$ cat src/rtl/iop_pkg.sv
package iop_pkg;
  localparam int ADDR_W = 8;

  typedef enum logic [1:0] {
    GRP_CTL  = 2'b00,
    GRP_SND  = 2'b01,
    GRP_VID  = 2'b10,
    GRP_HIGH = 2'b11
  } grp_e;

  localparam logic [ADDR_W-1:0] P_FM_ADDR = 8'hF0;
  localparam logic [ADDR_W-1:0] P_FM_DATA = 8'hF1;
  localparam logic [ADDR_W-1:0] P_AUDIO   = 8'hF2;
  localparam logic [ADDR_W-2:0] P_CTL_JP  = 7'h1F;

  // group is carried by bits 7..6 once the address is masked with 0xC1
  function automatic grp_e port_group(input logic [ADDR_W-1:0] a);
    return grp_e'(a[7:6]);
  endfunction

  function automatic logic ctl_mirror(input logic [ADDR_W-1:0] a);
    return (a == 8'hC0) || (a == 8'hC1) || (a == 8'hDC) || (a == 8'hDD);
  endfunction

  function automatic logic mix_psg(input logic [1:0] code);
    return (code == 2'b00) || (code == 2'b11);
  endfunction

  function automatic logic mix_fm(input logic [1:0] code);
    return code[0];
  endfunction
endpackage

$ cat src/rtl/iop_classify.sv
module iop_classify
  import iop_pkg::*;
(
  input  logic [ADDR_W-1:0] addr,
  output grp_e              grp,
  output logic              sub
);
  assign grp = port_group(addr);
  assign sub = addr[0];
endmodule

$ cat src/rtl/iop_wr_steer.sv
module iop_wr_steer
  import iop_pkg::*;
(
  input  logic              wr_stb,
  input  grp_e              grp,
  input  logic              sub,
  input  logic [ADDR_W-1:0] addr,
  input  logic              region_jp,
  input  logic              fm_present,
  output logic              ctl_wr,
  output logic              psg_wr,
  output logic              vdd_wr,
  output logic              vdc_wr,
  output logic              fm_wr,
  output logic              aud_load
);
  always_comb begin
    ctl_wr   = 1'b0;
    psg_wr   = 1'b0;
    vdd_wr   = 1'b0;
    vdc_wr   = 1'b0;
    fm_wr    = 1'b0;
    aud_load = 1'b0;
    if (wr_stb) begin
      unique case (grp)
        GRP_CTL: ctl_wr = !region_jp || (addr[ADDR_W-1:1] == P_CTL_JP);
        GRP_SND: psg_wr = 1'b1;
        GRP_VID: begin
          vdd_wr = !sub;
          vdc_wr = sub;
        end
        GRP_HIGH: begin
          if (region_jp) begin
            if (fm_present) begin
              fm_wr    = (addr == P_FM_ADDR) || (addr == P_FM_DATA);
              aud_load = (addr == P_AUDIO);
            end
          end else begin
            fm_wr = !addr[2] && fm_present;
          end
        end
        default: ;
      endcase
    end
  end
endmodule

$ cat src/rtl/iop_rd_steer.sv
module iop_rd_steer
  import iop_pkg::*;
#(
  parameter int DW = 8
) (
  input  logic              rd_stb,
  input  grp_e              grp,
  input  logic              sub,
  input  logic [ADDR_W-1:0] addr,
  input  logic              region_jp,
  input  logic              fm_present,
  input  logic              io_off,
  input  logic [1:0]        aud_code,
  input  logic [DW-1:0]     ctl_rdata,
  input  logic [2*DW-1:0]   hv_count,
  input  logic [DW-1:0]     vdp_rdata,
  input  logic [DW-1:0]     vdp_status,
  input  logic [DW-1:0]     fm_rdata,
  output logic              ctl_rd,
  output logic              hv_rd,
  output logic              vdd_rd,
  output logic              vds_rd,
  output logic              fm_rd,
  output logic [DW-1:0]     rd_data
);
  always_comb begin
    ctl_rd  = 1'b0;
    hv_rd   = 1'b0;
    vdd_rd  = 1'b0;
    vds_rd  = 1'b0;
    fm_rd   = 1'b0;
    rd_data = '1;
    if (rd_stb) begin
      unique case (grp)
        GRP_CTL: ;
        GRP_SND: begin
          hv_rd   = 1'b1;
          rd_data = sub ? hv_count[DW-1:0] : hv_count[2*DW-1:DW];
        end
        GRP_VID: begin
          vdd_rd  = !sub;
          vds_rd  = sub;
          rd_data = sub ? vdp_status : vdp_rdata;
        end
        GRP_HIGH: begin
          if (region_jp) begin
            if (addr == P_AUDIO) begin
              rd_data      = '0;
              rd_data[1:0] = aud_code;
            end else if (ctl_mirror(addr) && !io_off) begin
              ctl_rd  = 1'b1;
              rd_data = ctl_rdata;
            end
          end else begin
            if (!addr[2] && fm_present) begin
              fm_rd   = 1'b1;
              rd_data = rd_data & fm_rdata;
            end
            if (!io_off) begin
              ctl_rd  = 1'b1;
              rd_data = rd_data & ctl_rdata;
            end
          end
        end
        default: ;
      endcase
    end
  end
endmodule

$ cat src/rtl/iop_audio_reg.sv
module iop_audio_reg
  import iop_pkg::*;
#(
  parameter logic [1:0] RESET_CODE = 2'b00
) (
  input  logic       clk,
  input  logic       rst_n,
  input  logic       load,
  input  logic [1:0] din,
  output logic [1:0] code,
  output logic       psg_en,
  output logic       fm_en
);
  always_ff @(posedge clk or negedge rst_n) begin
    if (!rst_n)    code <= RESET_CODE;
    else if (load) code <= din;
  end

  assign psg_en = mix_psg(code);
  assign fm_en  = mix_fm(code);
endmodule

$ cat src/rtl/iop_decode.sv
module iop_decode
  import iop_pkg::*;
#(
  parameter int DW         = 8,
  parameter int IO_OFF_BIT = 2
) (
  input  logic              clk,
  input  logic              rst_n,
  input  logic              region_jp,
  input  logic              fm_present,
  input  logic [DW-1:0]     mem_ctrl,
  input  logic [ADDR_W-1:0] port_addr,
  input  logic              wr_stb,
  input  logic              rd_stb,
  input  logic [DW-1:0]     wr_data,
  output logic [DW-1:0]     rd_data,
  output logic              ctl_wr,
  output logic              ctl_rd,
  output logic              psg_wr,
  output logic              vdp_data_wr,
  output logic              vdp_ctrl_wr,
  output logic              vdp_data_rd,
  output logic              vdp_stat_rd,
  output logic              hv_rd,
  output logic              fm_wr,
  output logic              fm_rd,
  input  logic [DW-1:0]     ctl_rdata,
  input  logic [2*DW-1:0]   hv_count,
  input  logic [DW-1:0]     vdp_rdata,
  input  logic [DW-1:0]     vdp_status,
  input  logic [DW-1:0]     fm_rdata,
  output logic              psg_en,
  output logic              fm_en
);
  grp_e       grp;
  logic       sub;
  logic       aud_load;
  logic [1:0] aud_code;
  logic       io_off;

  assign io_off = mem_ctrl[IO_OFF_BIT];

  iop_classify u_cls (
    .addr (port_addr),
    .grp  (grp),
    .sub  (sub)
  );

  iop_wr_steer u_wr (
    .wr_stb     (wr_stb),
    .grp        (grp),
    .sub        (sub),
    .addr       (port_addr),
    .region_jp  (region_jp),
    .fm_present (fm_present),
    .ctl_wr     (ctl_wr),
    .psg_wr     (psg_wr),
    .vdd_wr     (vdp_data_wr),
    .vdc_wr     (vdp_ctrl_wr),
    .fm_wr      (fm_wr),
    .aud_load   (aud_load)
  );

  iop_rd_steer #(.DW(DW)) u_rd (
    .rd_stb     (rd_stb),
    .grp        (grp),
    .sub        (sub),
    .addr       (port_addr),
    .region_jp  (region_jp),
    .fm_present (fm_present),
    .io_off     (io_off),
    .aud_code   (aud_code),
    .ctl_rdata  (ctl_rdata),
    .hv_count   (hv_count),
    .vdp_rdata  (vdp_rdata),
    .vdp_status (vdp_status),
    .fm_rdata   (fm_rdata),
    .ctl_rd     (ctl_rd),
    .hv_rd      (hv_rd),
    .vdd_rd     (vdp_data_rd),
    .vds_rd     (vdp_stat_rd),
    .fm_rd      (fm_rd),
    .rd_data    (rd_data)
  );

  iop_audio_reg u_aud (
    .clk    (clk),
    .rst_n  (rst_n),
    .load   (aud_load),
    .din    (wr_data[1:0]),
    .code   (aud_code),
    .psg_en (psg_en),
    .fm_en  (fm_en)
  );
endmodule

$ cat config.mk
export PLATFORM = sky130hd
export DESIGN_NAME = iop_decode
export DESIGN_NICKNAME = d
export VERILOG_FILES = /design/src/rtl/iop_pkg.sv /design/src/rtl/iop_classify.sv /design/src/rtl/iop_wr_steer.sv /design/src/rtl/iop_rd_steer.sv /design/src/rtl/iop_audio_reg.sv /design/src/rtl/iop_decode.sv
export SDC_FILE = /design/constraint.sdc
export NUM_CORES = 1
export LEC_CHECK = 0
export ABC_AREA = 1
export BUFFER_PORTS_ARGS = -buffer_cell sky130_fd_sc_hd__clkbuf_2
export CORE_UTILIZATION = 35
export CTS_CLUSTER_SIZE = 20
export DETAILED_ROUTE_END_ITERATION = 8
export GPL_TIMING_DRIVEN = 0
export HOLD_SLACK_MARGIN = 0.15
export PLACE_DENSITY = 0.78
export SYNTH_ARGS = -nofsm -noshare
export SYNTH_HDL_FRONTEND = slang
export SYNTH_HIERARCHICAL = 1
export SYNTH_SLANG_ARGS = --single-unit
$ cat constraint.sdc
create_clock -name clk -period 0.9 [get_ports clk]
set_clock_uncertainty 0.05 [all_clocks]
set_input_delay 0.045 -clock clk [delete_from_list [all_inputs] [get_ports clk]]
set_output_delay 0.045 -clock clk [all_outputs]
set_load 0.02 [all_outputs]
Word-level counts from Yosys, hierarchy flattened
Cells that the tools add are included.
{"block": "word_totals", "word_cells": 69, "reg_bits": 2, "in_bits": 78}
{"block": "classes", "bitwise": 1, "mux": 41, "eq_ne": 12, "n_reduce_logical": 14}
{"op": "two-way mux 8 bit", "count": 11}
{"op": "== test 8 bit (second input constant)", "count": 7}
{"op": "two-way mux 1 bit", "count": 29}
{"op": "case mux 8 bit (3 select lines)", "count": 1}
{"op": "bitwise AND 8 bit", "count": 1}
{"op": "== test 7 x 5 -> 1 bit (second input constant)", "count": 1}
{"op": "== test 2 bit (second input constant)", "count": 3}
{"op": "logical OR 1 bit", "count": 6}
{"op": "zero test 1 bit", "count": 4}
{"op": "zero test 2 bit", "count": 2}
{"op": "== test 2 x 1 -> 1 bit (second input constant)", "count": 1}
{"op": "logical AND 1 bit", "count": 2}

Longest topological paths before layout
Gate-level depths: netlist of run 1.
{"block": "logic_depth", "ltp_word": 11, "depth_mapped": 8}

By module
Netlist of run 1, hierarchy kept.
{"mod": "iop_rd_steer", "area_each_um2": 844.6, "seq_area_each_um2": 0.0, "n_inst": 1, "cells_per_inst": 170}
{"mod": "iop_wr_steer", "area_each_um2": 142.6, "seq_area_each_um2": 0.0, "n_inst": 1, "cells_per_inst": 30}
{"mod": "iop_audio_reg", "area_each_um2": 102.6, "seq_area_each_um2": 50.0, "n_inst": 1, "cells_per_inst": 15}
{"mod": "iop_classify", "area_each_um2": 22.5, "seq_area_each_um2": 0.0, "n_inst": 1, "cells_per_inst": 3}

Worst setup path after synthesis of run 1
OpenSTA, ideal clock, no wires.
{"block": "synth_timing", "path_type": "input-to-output", "start": "input port port_addr[0]", "end": "output port vdp_data_rd", "n_path_buf": 3, "cell_stages": 4, "setup_slack_ps": -368, "t_arrival_ps": 1173, "required_time_ps": 805, "path_cell_list": "buf_4 -> buf_6 -> buf_4 -> nor4_1"}
{"block": "synth_via", "elab_chain_len": 3}
{"item": "start: declaration", "line_no": "iop_decode.sv:12", "text": "input logic [ADDR_W-1:0] port_addr,"}
{"item": "zero test 1 bit", "line_no": "iop_rd_steer.sv:41", "text": "vdd_rd = !sub;"}
{"item": "two-way mux 1 bit", "line_no": "iop_rd_steer.sv:34", "text": "unique case (grp)"}
{"item": "two-way mux 1 bit", "line_no": "iop_rd_steer.sv:33", "text": "if (rd_stb) begin"}
{"item": "end: declaration", "line_no": "iop_decode.sv:22", "text": "output logic vdp_data_rd,"}
No other way between the ends.

Worst setup path in the final report of run 1
{"block": "layout_timing", "start": "input port port_addr[0]", "end": "output port rd_data[0]"}
{"block": "layout_via", "elab_chain_len": 10, "elab_cells_between_ends": 16}
{"item": "== test 8 bit", "line_no": "iop_pkg.sv:22", "text": "return (a == 8'hC0) || (a == 8'hC1) || (a == 8'hDC) || (a == 8'hDD);"}
{"item": "logical OR 1 bit (3 in series)", "line_no": "iop_pkg.sv:22"}
{"item": "logical AND 1 bit", "line_no": "iop_rd_steer.sv:50", "text": "end else if (ctl_mirror(addr) && !io_off) begin"}
{"item": "two-way mux 8 bit", "line_no": "iop_rd_steer.sv:50"}
{"item": "two-way mux 8 bit", "line_no": "iop_rd_steer.sv:47", "text": "if (addr == P_AUDIO) begin"}
{"item": "two-way mux 8 bit", "line_no": "iop_rd_steer.sv:46", "text": "if (region_jp) begin"}
{"item": "case mux 8 bit (3 select lines) *", "line_no": "iop_rd_steer.sv:34"}
{"item": "two-way mux 8 bit *", "line_no": "iop_rd_steer.sv:33"}
{"item": "end: declaration", "line_no": "iop_decode.sv:16", "text": "output logic [DW-1:0] rd_data,"}
Mark *: on every way between the ends. The rest lies on a longest branch, timed or not.

==> flow_summary.toml, run 1 <==
[setup_path]
endpoint_kind = "output pin"
crit_fanout = 5
required_ns = 0.81
arrival_ns = 1.50
path_class = "input port to output pin"
start_kind = "input port"

[yosys]
syn_area_sq_um = 1110
ys_types = 26
yosysTopAreaCellShare_pct = 23.6
ys.flop_type = "dfrtp_1"
yosys.area_share.simple_pct = 68.2
synth_seq_cells = 2
avgSynthCellArea_sq_um = 5.10
synth-xor-area-share_pct = 0
synth_edf_count = 0
synth-compound-area-share_pct = 11.6
syn_nets = 296
synth_top_family_by_area = "simple AND/OR/NAND/NOR gates"
ys_top_cells_by_area = "nand2_1 24%, nor2_1 16%, nand3_2 9.0%, nand3_1 8.1%, inv_1 7.1%"
yosysMostFrequentCell = "nand2_1"
synth.yosys.seq_area_share_pct = 4.50
synthCells = 218
ys_top_cells_by_count = "70 x nand2_1, 47 x nor2_1, 21 x inv_1"
synth-async-reset-ratio_pct = 100
synth-adder-area-share_pct = 0
ys_warn_count = 6
synth_mux_area_share_pct = 0
synth_largest_area_cell = "nand2_1"

[floorplanning]
core_sq_um = 3030
rows = 20
initial_utilization_pct = 36.7
die_y_um = 58.4
die_x_um = 58.4
top_level_ports = 98
die_area_sq_um = 3410

[outcome]
status = "complete, but fails checks"
violations = "setup timing"

[final_layout]
max_flop_register = "u_aud/code"
antenna_cells = 0
fin_util_pct = 86.6
fin_nets = 421
stdcell_count = 386
multi_input_area_sq_um = 1290
reg_top3 = "u_aud/code x2"
area_growth_pct = 136
largest_reg_flops = 2
fillCellCount = 161
drive_gt1_share_pct = 64.6
seqCellArea_sq_um = 51.3

[clock_tree]
clock_sinks = 2
clockBufferDepth = 2
cts_inserted_buffers = 3
tritoncts = "built"
cts-root-buf = "clkbuf_4"
clk_pin_slew_ns = 0.03
h-tree-depth = 1
clk_latency_ns = 0.23

[placed_design]
hpwl_um = 2870
port_buffers = 84
place_congestion = 0.816
dp_cells = 346

[timing]
final-setup-viol-count = 21
finalCriticalPeriod_ns = 1.60
rsz0062_at_grt = "true"
post-route-period-util_pct = 178
maxSlewHeadroom_pct = 54.8
fmax_mhz = 626
timing.final.max_slew_violations = 0
worstMarginPinSlew_ns = 0.672
hold_viol = 0
finalWorstSetupSlack_ns = -0.698

[detailed_routing]
drtIter0Drc = 167
wl_per_cell_um = 18.0
num_vias = 2171
drt_pass1_iterations = 5
drt_wl_total_um = 6940
via_per_inst = 5.62
ant_nets = 0
route.detailed.drc = 0

[global_route]
grt_remaining_overflow = 0
grt_pass1_vias = 1873
grt_max_degree = 11
antenna_found_initial = 0
grt_pass1_wl_um = 8050
grt_use_total_pct = 30.8

[power]
p_leak_nw = 1.29
ir_drop_uv = 718
cellPowerDensity_nw_per_um2 = 567

[flow_run]
cap_violations = 0

[min_path]
hp-class = "input port to flop"
[cell type report]
cell class                 count  area share, %
inverter                      26           4.77
multi-input combinational    184           49.1
timing repair buffer         117           35.9
tap                           44           2.10
clock buffer                   4           1.00
sequential                     2           1.96
buffer                         9           5.16
[power by group]
part | leakage [nW] | switching (mW) | total, mW | internal [mW]
registers | 0.0263 | 0.000254 | 0.0912 | 0.0909
clock network | 0.0150 | 0.0584 | 0.224 | 0.165
logic | 1.24 | 0.627 | 1.17 | 0.544
[cell usage in the layout (no fill, tap or decap), types with 4 or more instances in the layout]
cell	instances
nand2_1	47
nand3_2	13
buf_8	16
nand3_1	12
buf_4	23
inv_2	5
buf_12	6
nor2_4	8
nand2_2	21
clkbuf_2	60
inv_1	17
nor2_2	17
o31ai_2	4
nand2_4	5
o21ai_1	5
nor2_1	27
dlygate4sd3_1	4
buf_6	13
[path summary, 6_finish.rpt]
path | from | endpoint | slack (ns) | cells after the start
max | port_addr[0] | rd_data[0] | -0.70 | 9
min | port_addr[1] | u_aud/code[0] | 0.29 | 6
max reg2reg | u_aud/code[0] | u_aud/code[0] | -0.01 | 4
min reg2reg | u_aud/code[1] | u_aud/code[1] | 0.55 | 3
max in group asynchronous | rst_n | u_aud/code[0] | 0.03 | 3
min in group asynchronous | rst_n | u_aud/code[0] | 0.64 | 3
[cell families after synthesis]
logic type | after synthesis
AOI/OAI and AO/OA | 20
DFF | 2
and+or+nand+nor | 161
buffers and inverters | 35
[through the flow]
step / power [mW] / hold slack (ns) / TNS [ns] / area, sq um / setup WS [ns]
3_3_place_gp: 0.725 / -0.219 / -4.67 / 1660 / -0.427
3_5_place_dp: 0.733 / -0.217 / -4.84 / 1660 / -0.429
6_report: 1.49 / 0.293 / -5.30 / 2620 / -0.698
5_1_grt: 1.57 / 0.329 / -6.12 / 2620 / -0.761
4_1_cts: 1.24 / 0.185 / -4.15 / 2290 / -0.425
2_1_floorplan: 0.470 / -0.301 / -0.297 / 1180 / -0.118
[timing repair]
action,in CTS,in global routing
buffers inserted,19,11
resized for setup,87,84
hold buffers,4,0
pin swaps,23,28
endpoints found under the setup margin,19,22
gates cloned,3,1
endpoints found under the hold margin,4,0
[worst max-delay path: stages]
cell and delay [ns]:
buf_8 0.07, buf_6 0.10, buf_12 0.13, buf_4 0.13, nor2_1 0.06, o31ai_1 0.60, nor2_1 0.14, nand2_2 0.12
buf_8 0.11
[routing by layer]
| layer | global-route usage (%) | share of wire (%) |
|---|---|---|
| met3 | 4.40 | 8.9 |
| met2 | 59.9 | 51 |
| met1 | 32.0 | 32 |
| met5 | 0 | 0 |
| met4 | 14.6 | 8.0 |
No activity file was read; power rests on OpenSTA's default activity.
==> run 2, diff against run 1 <==
--- a/config.mk
+++ b/config.mk
@@ -7,12 +7,13 @@
 export LEC_CHECK = 0
 export ABC_AREA = 1
 export BUFFER_PORTS_ARGS = -buffer_cell sky130_fd_sc_hd__clkbuf_2
-export CORE_UTILIZATION = 35
+export CORE_UTILIZATION = 25
+export CTS_CLUSTER_DIAMETER = 60
 export CTS_CLUSTER_SIZE = 20
 export DETAILED_ROUTE_END_ITERATION = 8
 export GPL_TIMING_DRIVEN = 0
 export HOLD_SLACK_MARGIN = 0.15
-export PLACE_DENSITY = 0.78
+export PLACE_DENSITY = 0.59
 export SYNTH_ARGS = -nofsm -noshare
 export SYNTH_HDL_FRONTEND = slang
 export SYNTH_HIERARCHICAL = 1
==> run 2 against run 1 <==
Effect of this change:
- the run still ends with setup timing left
- utilization is 25 points lower
- count of clock-buffer cells in the layout stayed put
- combinational power is 9% lower
- global-route usage is 9.2 points lower
- via count is 14% lower
- sequential power hardly changed
- die area is 39% higher
- largest power group unchanged
==> flow_summary.toml, run 2 (same netlist as run 1, synthesis figures left out) <==
[timing]
final-setup-viol-count = 19
worstMarginPinSlew_ns = 0.305
timing.final.max_slew_violations = 0
fmax_mhz = 767
rsz0062_at_grt = "true"
hold_viol = 0
post-route-period-util_pct = 145
finalCriticalPeriod_ns = 1.30
maxSlewHeadroom_pct = 79.5
finalWorstSetupSlack_ns = -0.403

[setup_path]
arrival_ns = 1.21
crit_fanout = 2
path_class = "flop to output pin"
endpoint_kind = "output pin"
start_kind = "flop"
required_ns = 0.81

[final_layout]
fillCellCount = 377
fin_util_pct = 62.0
drive_gt1_share_pct = 60.1
fin_nets = 415
antenna_cells = 0
layout_common_cells = "59 x clkbuf_2, 49 x nand2_1, 35 x nor2_1"
stdcell_count = 386
area_growth_pct = 131
largest_reg_flops = 2
max_flop_register = "u_aud/code"
reg_top3 = "u_aud/code x2"
mostFrequentLayoutCell = "clkbuf_2"

[clock_tree]
clock_sinks = 2
clockBufferDepth = 2
clk_pin_slew_ns = 0.03
tritoncts = "built"
clk_latency_ns = 0.21
h-tree-depth = 1
cts_inserted_buffers = 3
cts-root-buf = "clkbuf_8"

[floorplanning]
top_level_ports = 98
die_y_um = 68.7
initial_utilization_pct = 26.8
rows = 23
die_x_um = 68.7
core_sq_um = 4140
die_area_sq_um = 4720

[power]
p_switching_uw = 614
cellPowerDensity_nw_per_um2 = 600
internal_power_uw = 927
p_leak_nw = 1.28
p_comb_share_pct = 69.5
clkPwrFrac_pct = 24.5
ir_drop_uv = 748
power.total_mw = 1.54
p_sw_share_pct = 39.9
power_frac_seq_pct = 5.9

[flow_run]
cap_violations = 0

[global_route]
grt_use_total_pct = 21.5
grt_remaining_overflow = 0
grt_max_degree = 11
antenna_found_initial = 0
grt_pass1_vias = 1696
grt_pass1_wl_um = 7590

[detailed_routing]
via_per_inst = 4.83
drt_pass1_iterations = 4
ant_nets = 0
drt_wl_total_um = 5150
wl_per_cell_um = 13.3
num_vias = 1865
drtIter0Drc = 63
route.detailed.drc = 0

[placed_design]
dp_cells = 352
hpwl_um = 3180
place_congestion = 0.795
port_buffers = 84

[min_path]
hp-class = "input port to flop"

[outcome]
status = "complete, but fails checks"
violations = "setup timing"
run 2: cell count changes in the layout (fill, tap and decap cells not counted), sizes merged:
cell,delta
clkbuf,+5
buf,-11
run 2: routing by layer:
metal | up-vias | global-route usage [%] | routed length (um)
met1 | 846 | 24.1 | 1920
met4 | 0 | 4.08 | 68
met2 | 77 | 42.5 | 2800
met5 | - | 0 | 0
met3 | 6 | 3.13 | 365
li1 | 936 | - | -
run 2: worst max-delay path, cell delays in order, from the launching register on:
cell and delay [ns]:
dfrtp_2 0.40, buf_6 0.11, inv_2 0.04, nand3_2 0.07, nand2_1 0.07, nand2_1 0.06, nand2_2 0.07, nand2_2 0.05
buf_8 0.13
run 2: worst paths after layout:
check | startpoint | endpoint | slack (ns) | cells after the start
setup / recovery | u_aud/code[0] | rd_data[0] | -0.40 | 8
hold / removal | port_addr[0] | u_aud/code[0] | 0.21 | 5
setup reg to reg | u_aud/code[0] | u_aud/code[0] | 0.08 | 3
hold reg to reg | u_aud/code[1] | u_aud/code[1] | 0.56 | 3
max in group asynchronous | rst_n | u_aud/code[0] | 0.05 | 3
min in group asynchronous | rst_n | u_aud/code[0] | 0.64 | 3
run 2: what timing repair did:
action,4_1_cts,5_1_grt
cloned,4,0
hold buffers,4,1
hold endpoints to repair,4,2
pin swaps,25,12
gates resized for setup,96,56
setup buffers,21,1
endpoints found under the setup margin,18,23
run 2: power by group through the flow:
stage	Sequential (mW)	Clock [mW]	Combinational, mW
3_3_place_gp	0.0924	0	0.647
2_1_floorplan	0.0926	0	0.377
3_5_place_dp	0.0924	0	0.646
6_report	0.0913	0.378	1.07
5_1_grt	0.0913	0.399	1.15
4_1_cts	0.0913	0.382	0.960
run 2: cell type report:
type	count	area (sq um)	area share, %
Buffer	9	139	5.41
Clock buffer	4	45.0	1.75
Inverter	26	120	4.68
Multi-Input combinational cell	184	1230	47.7
Sequential cell	2	51.3	2.00
Tap cell	50	62.6	2.44
Timing Repair Buffer	111	925	36.0
run 2: per-stage QoR:
stage          TNS [ns]  cell area, sq um  hold WS, ns  setup WS, ns
2_1_floorplan    -0.297              1180       -0.301        -0.118
3_3_place_gp      -4.98              1660       -0.219        -0.454
3_5_place_dp      -5.03              1660       -0.216        -0.462
4_1_cts           -3.83              2400        0.241        -0.420
5_1_grt           -4.83              2570        0.249        -0.488
6_report          -3.62              2570        0.208        -0.403
==> run 3, diff against run 2 <==
--- a/config.mk
+++ b/config.mk
@@ -14,6 +14,7 @@
 export GPL_TIMING_DRIVEN = 0
 export HOLD_SLACK_MARGIN = 0.15
 export PLACE_DENSITY = 0.59
+export REMOVE_ABC_BUFFERS = 1
 export SYNTH_ARGS = -nofsm -noshare
 export SYNTH_HDL_FRONTEND = slang
 export SYNTH_HIERARCHICAL = 1
==> run 3 against run 2 <==
Effect of this change:
- the run still ends with setup timing left
- critical path depth shrank 1
- utilization is 7.4 points lower
- combinational power decreased by 15%
- count of clock-buffer cells in the layout fell by 1
- sequential cell count unchanged
- critical endpoint unchanged
- highest routed layer unchanged
==> flow_summary.toml, run 3 (same netlist as run 1, synthesis figures left out) <==
[outcome]
status = "complete, but fails checks"
violations = "setup timing"

[clock_tree]
cts_inserted_buffers = 3
clk_latency_ns = 0.21
h-tree-depth = 1
clock_sinks = 2
tritoncts = "built"
clk_pin_slew_ns = 0.03
cts-root-buf = "clkbuf_8"
clockBufferDepth = 2

[global_route]
antenna_found_initial = 0
grt_pass1_wl_um = 7270
grt_remaining_overflow = 0
grt_max_degree = 18
grt_use_total_pct = 20.4
grt_pass1_vias = 1654

[power]
internal_power_uw = 805
p_comb_share_pct = 67.6
clkPwrFrac_pct = 25.6
cellPowerDensity_nw_per_um2 = 591
power_frac_seq_pct = 6.8
p_sw_share_pct = 39.9
p_leak_nw = 1.15
ir_drop_uv = 279
p_switching_uw = 534

[detailed_routing]
via_per_inst = 4.67
drtIter0Drc = 71
route.detailed.drc = 0
wl_per_cell_um = 12.5
ant_nets = 0
num_vias = 1711
drt_pass1_iterations = 4
drt_wl_total_um = 4570

[floorplanning]
initial_utilization_pct = 26.8
die_area_sq_um = 4720
die_y_um = 68.7
core_sq_um = 4140
die_x_um = 68.7
top_level_ports = 98
rows = 23

[timing]
final-setup-viol-count = 14
finalWorstSetupSlack_ns = -0.303
hold_viol = 0
maxSlewHeadroom_pct = 81.4
finalCriticalPeriod_ns = 1.20
post-route-period-util_pct = 134
timing.final.max_slew_violations = 0
worstMarginPinSlew_ns = 0.279
rsz0062_at_grt = "true"
whs_ns = 0.263
fmax_mhz = 831

[final_layout]
fin_util_pct = 54.6
area_growth_pct = 103
largest_reg_flops = 2
antenna_cells = 0
fin_nets = 396
max_flop_register = "u_aud/code"
layout_common_cells = "60 x clkbuf_2, 54 x nand2_1, 43 x nor2_1, 16 x inv_1, 15 x nand3_2"
drive_gt1_share_pct = 53.2
mostFrequentLayoutCell = "clkbuf_2"
stdcell_count = 366
reg_top3 = "u_aud/code x2"

[flow_run]
cap_violations = 0

[setup_path]
path_class = "flop to output pin"
endpoint_kind = "output pin"
arrival_ns = 1.11
required_ns = 0.81
crit_fanout = 2
start_kind = "flop"

[placed_design]
port_buffers = 84
place_congestion = 0.825
hpwl_um = 2960
dp_cells = 343

[min_path]
hp-class = "input port to flop"
run 3: cell count changes in the layout (fill, tap and decap cells not counted), sizes merged:
cell,previous run,this run
clkbuf,72,80
buf,48,21
inv,25,26
nand3b,3,2
clkinv,1,0
run 3: through the flow:
stage               setup TNS (ns)  power (mW)  setup slack (ns)  area (sq um)
finish                       -2.27        1.34            -0.303          2260
global route                 -3.37        1.43            -0.371          2260
CTS                          -2.07        1.27            -0.336          2130
detailed placement           -6.14       0.672            -0.537          1520
global placement             -5.96       0.669            -0.543          1520
floorplan                  -0.0948       0.384           -0.0896          1040
run 3: per-layer routing:
layer / routed length [um] / track usage [%] / part of all wire (%) / up-vias
met5: 0 / 0 / 0 / -
met4: 70 / 7.14 / 1.5 / 0
met1: 1940 / 24.7 / 43 / 748
li1: - / - / - / 898
met2: 2310 / 36.0 / 51 / 57
met3: 244 / 3.62 / 5.3 / 8
run 3: area by class of cell:
cell class                 count  area (sq um)
multi-input combinational    183          1130
fill                         405          1880
timing repair buffer         102           858
inverter                      26           118
sequential                     2          50.0
tap                           50          62.6
clock buffer                   3          41.3
run 3: final timing paths:
check | startpoint | endpoint | slack (ns) | depth (start not counted)
max | u_aud/code[0] | rd_data[0] | -0.30 | 7
min | port_addr[3] | u_aud/code[0] | 0.26 | 6
max reg2reg | u_aud/code[0] | u_aud/code[0] | 0.12 | 3
min reg2reg | u_aud/code[1] | u_aud/code[1] | 0.53 | 3
max in group asynchronous | rst_n | u_aud/code[0] | 0.06 | 3
min in group asynchronous | rst_n | u_aud/code[1] | 0.65 | 3
run 3: power groups by stage:
stage                     clock network (mW)  logic, mW  registers [mW]
final                                  0.342      0.905          0.0913
after global routing                   0.361      0.980          0.0913
after CTS                              0.346      0.830          0.0914
after detailed placement                   0      0.579          0.0924
after global placement                     0      0.577          0.0924
after floorplan                            0      0.291          0.0926
run 3: what timing repair did:
| item | 4_1_cts | 5_1_grt |
|---|---|---|
| setup endpoints to repair | 20 | 18 |
| gates resized for setup | 83 | 40 |
| pin swaps | 12 | 19 |
| cloned | 4 | 0 |
| setup buffers | 11 | 2 |
| hold buffers | 4 | 0 |
| hold endpoints to repair | 4 | 0 |
run 3: critical path, stage by stage (launching register included):
cell and delay (ns):
dfrtp_1 0.37, inv_1 0.05, nand3_1 0.08, nand2_1 0.07, nand2_1 0.05, nand2_2 0.08, nand2_2 0.06, buf_6 0.13
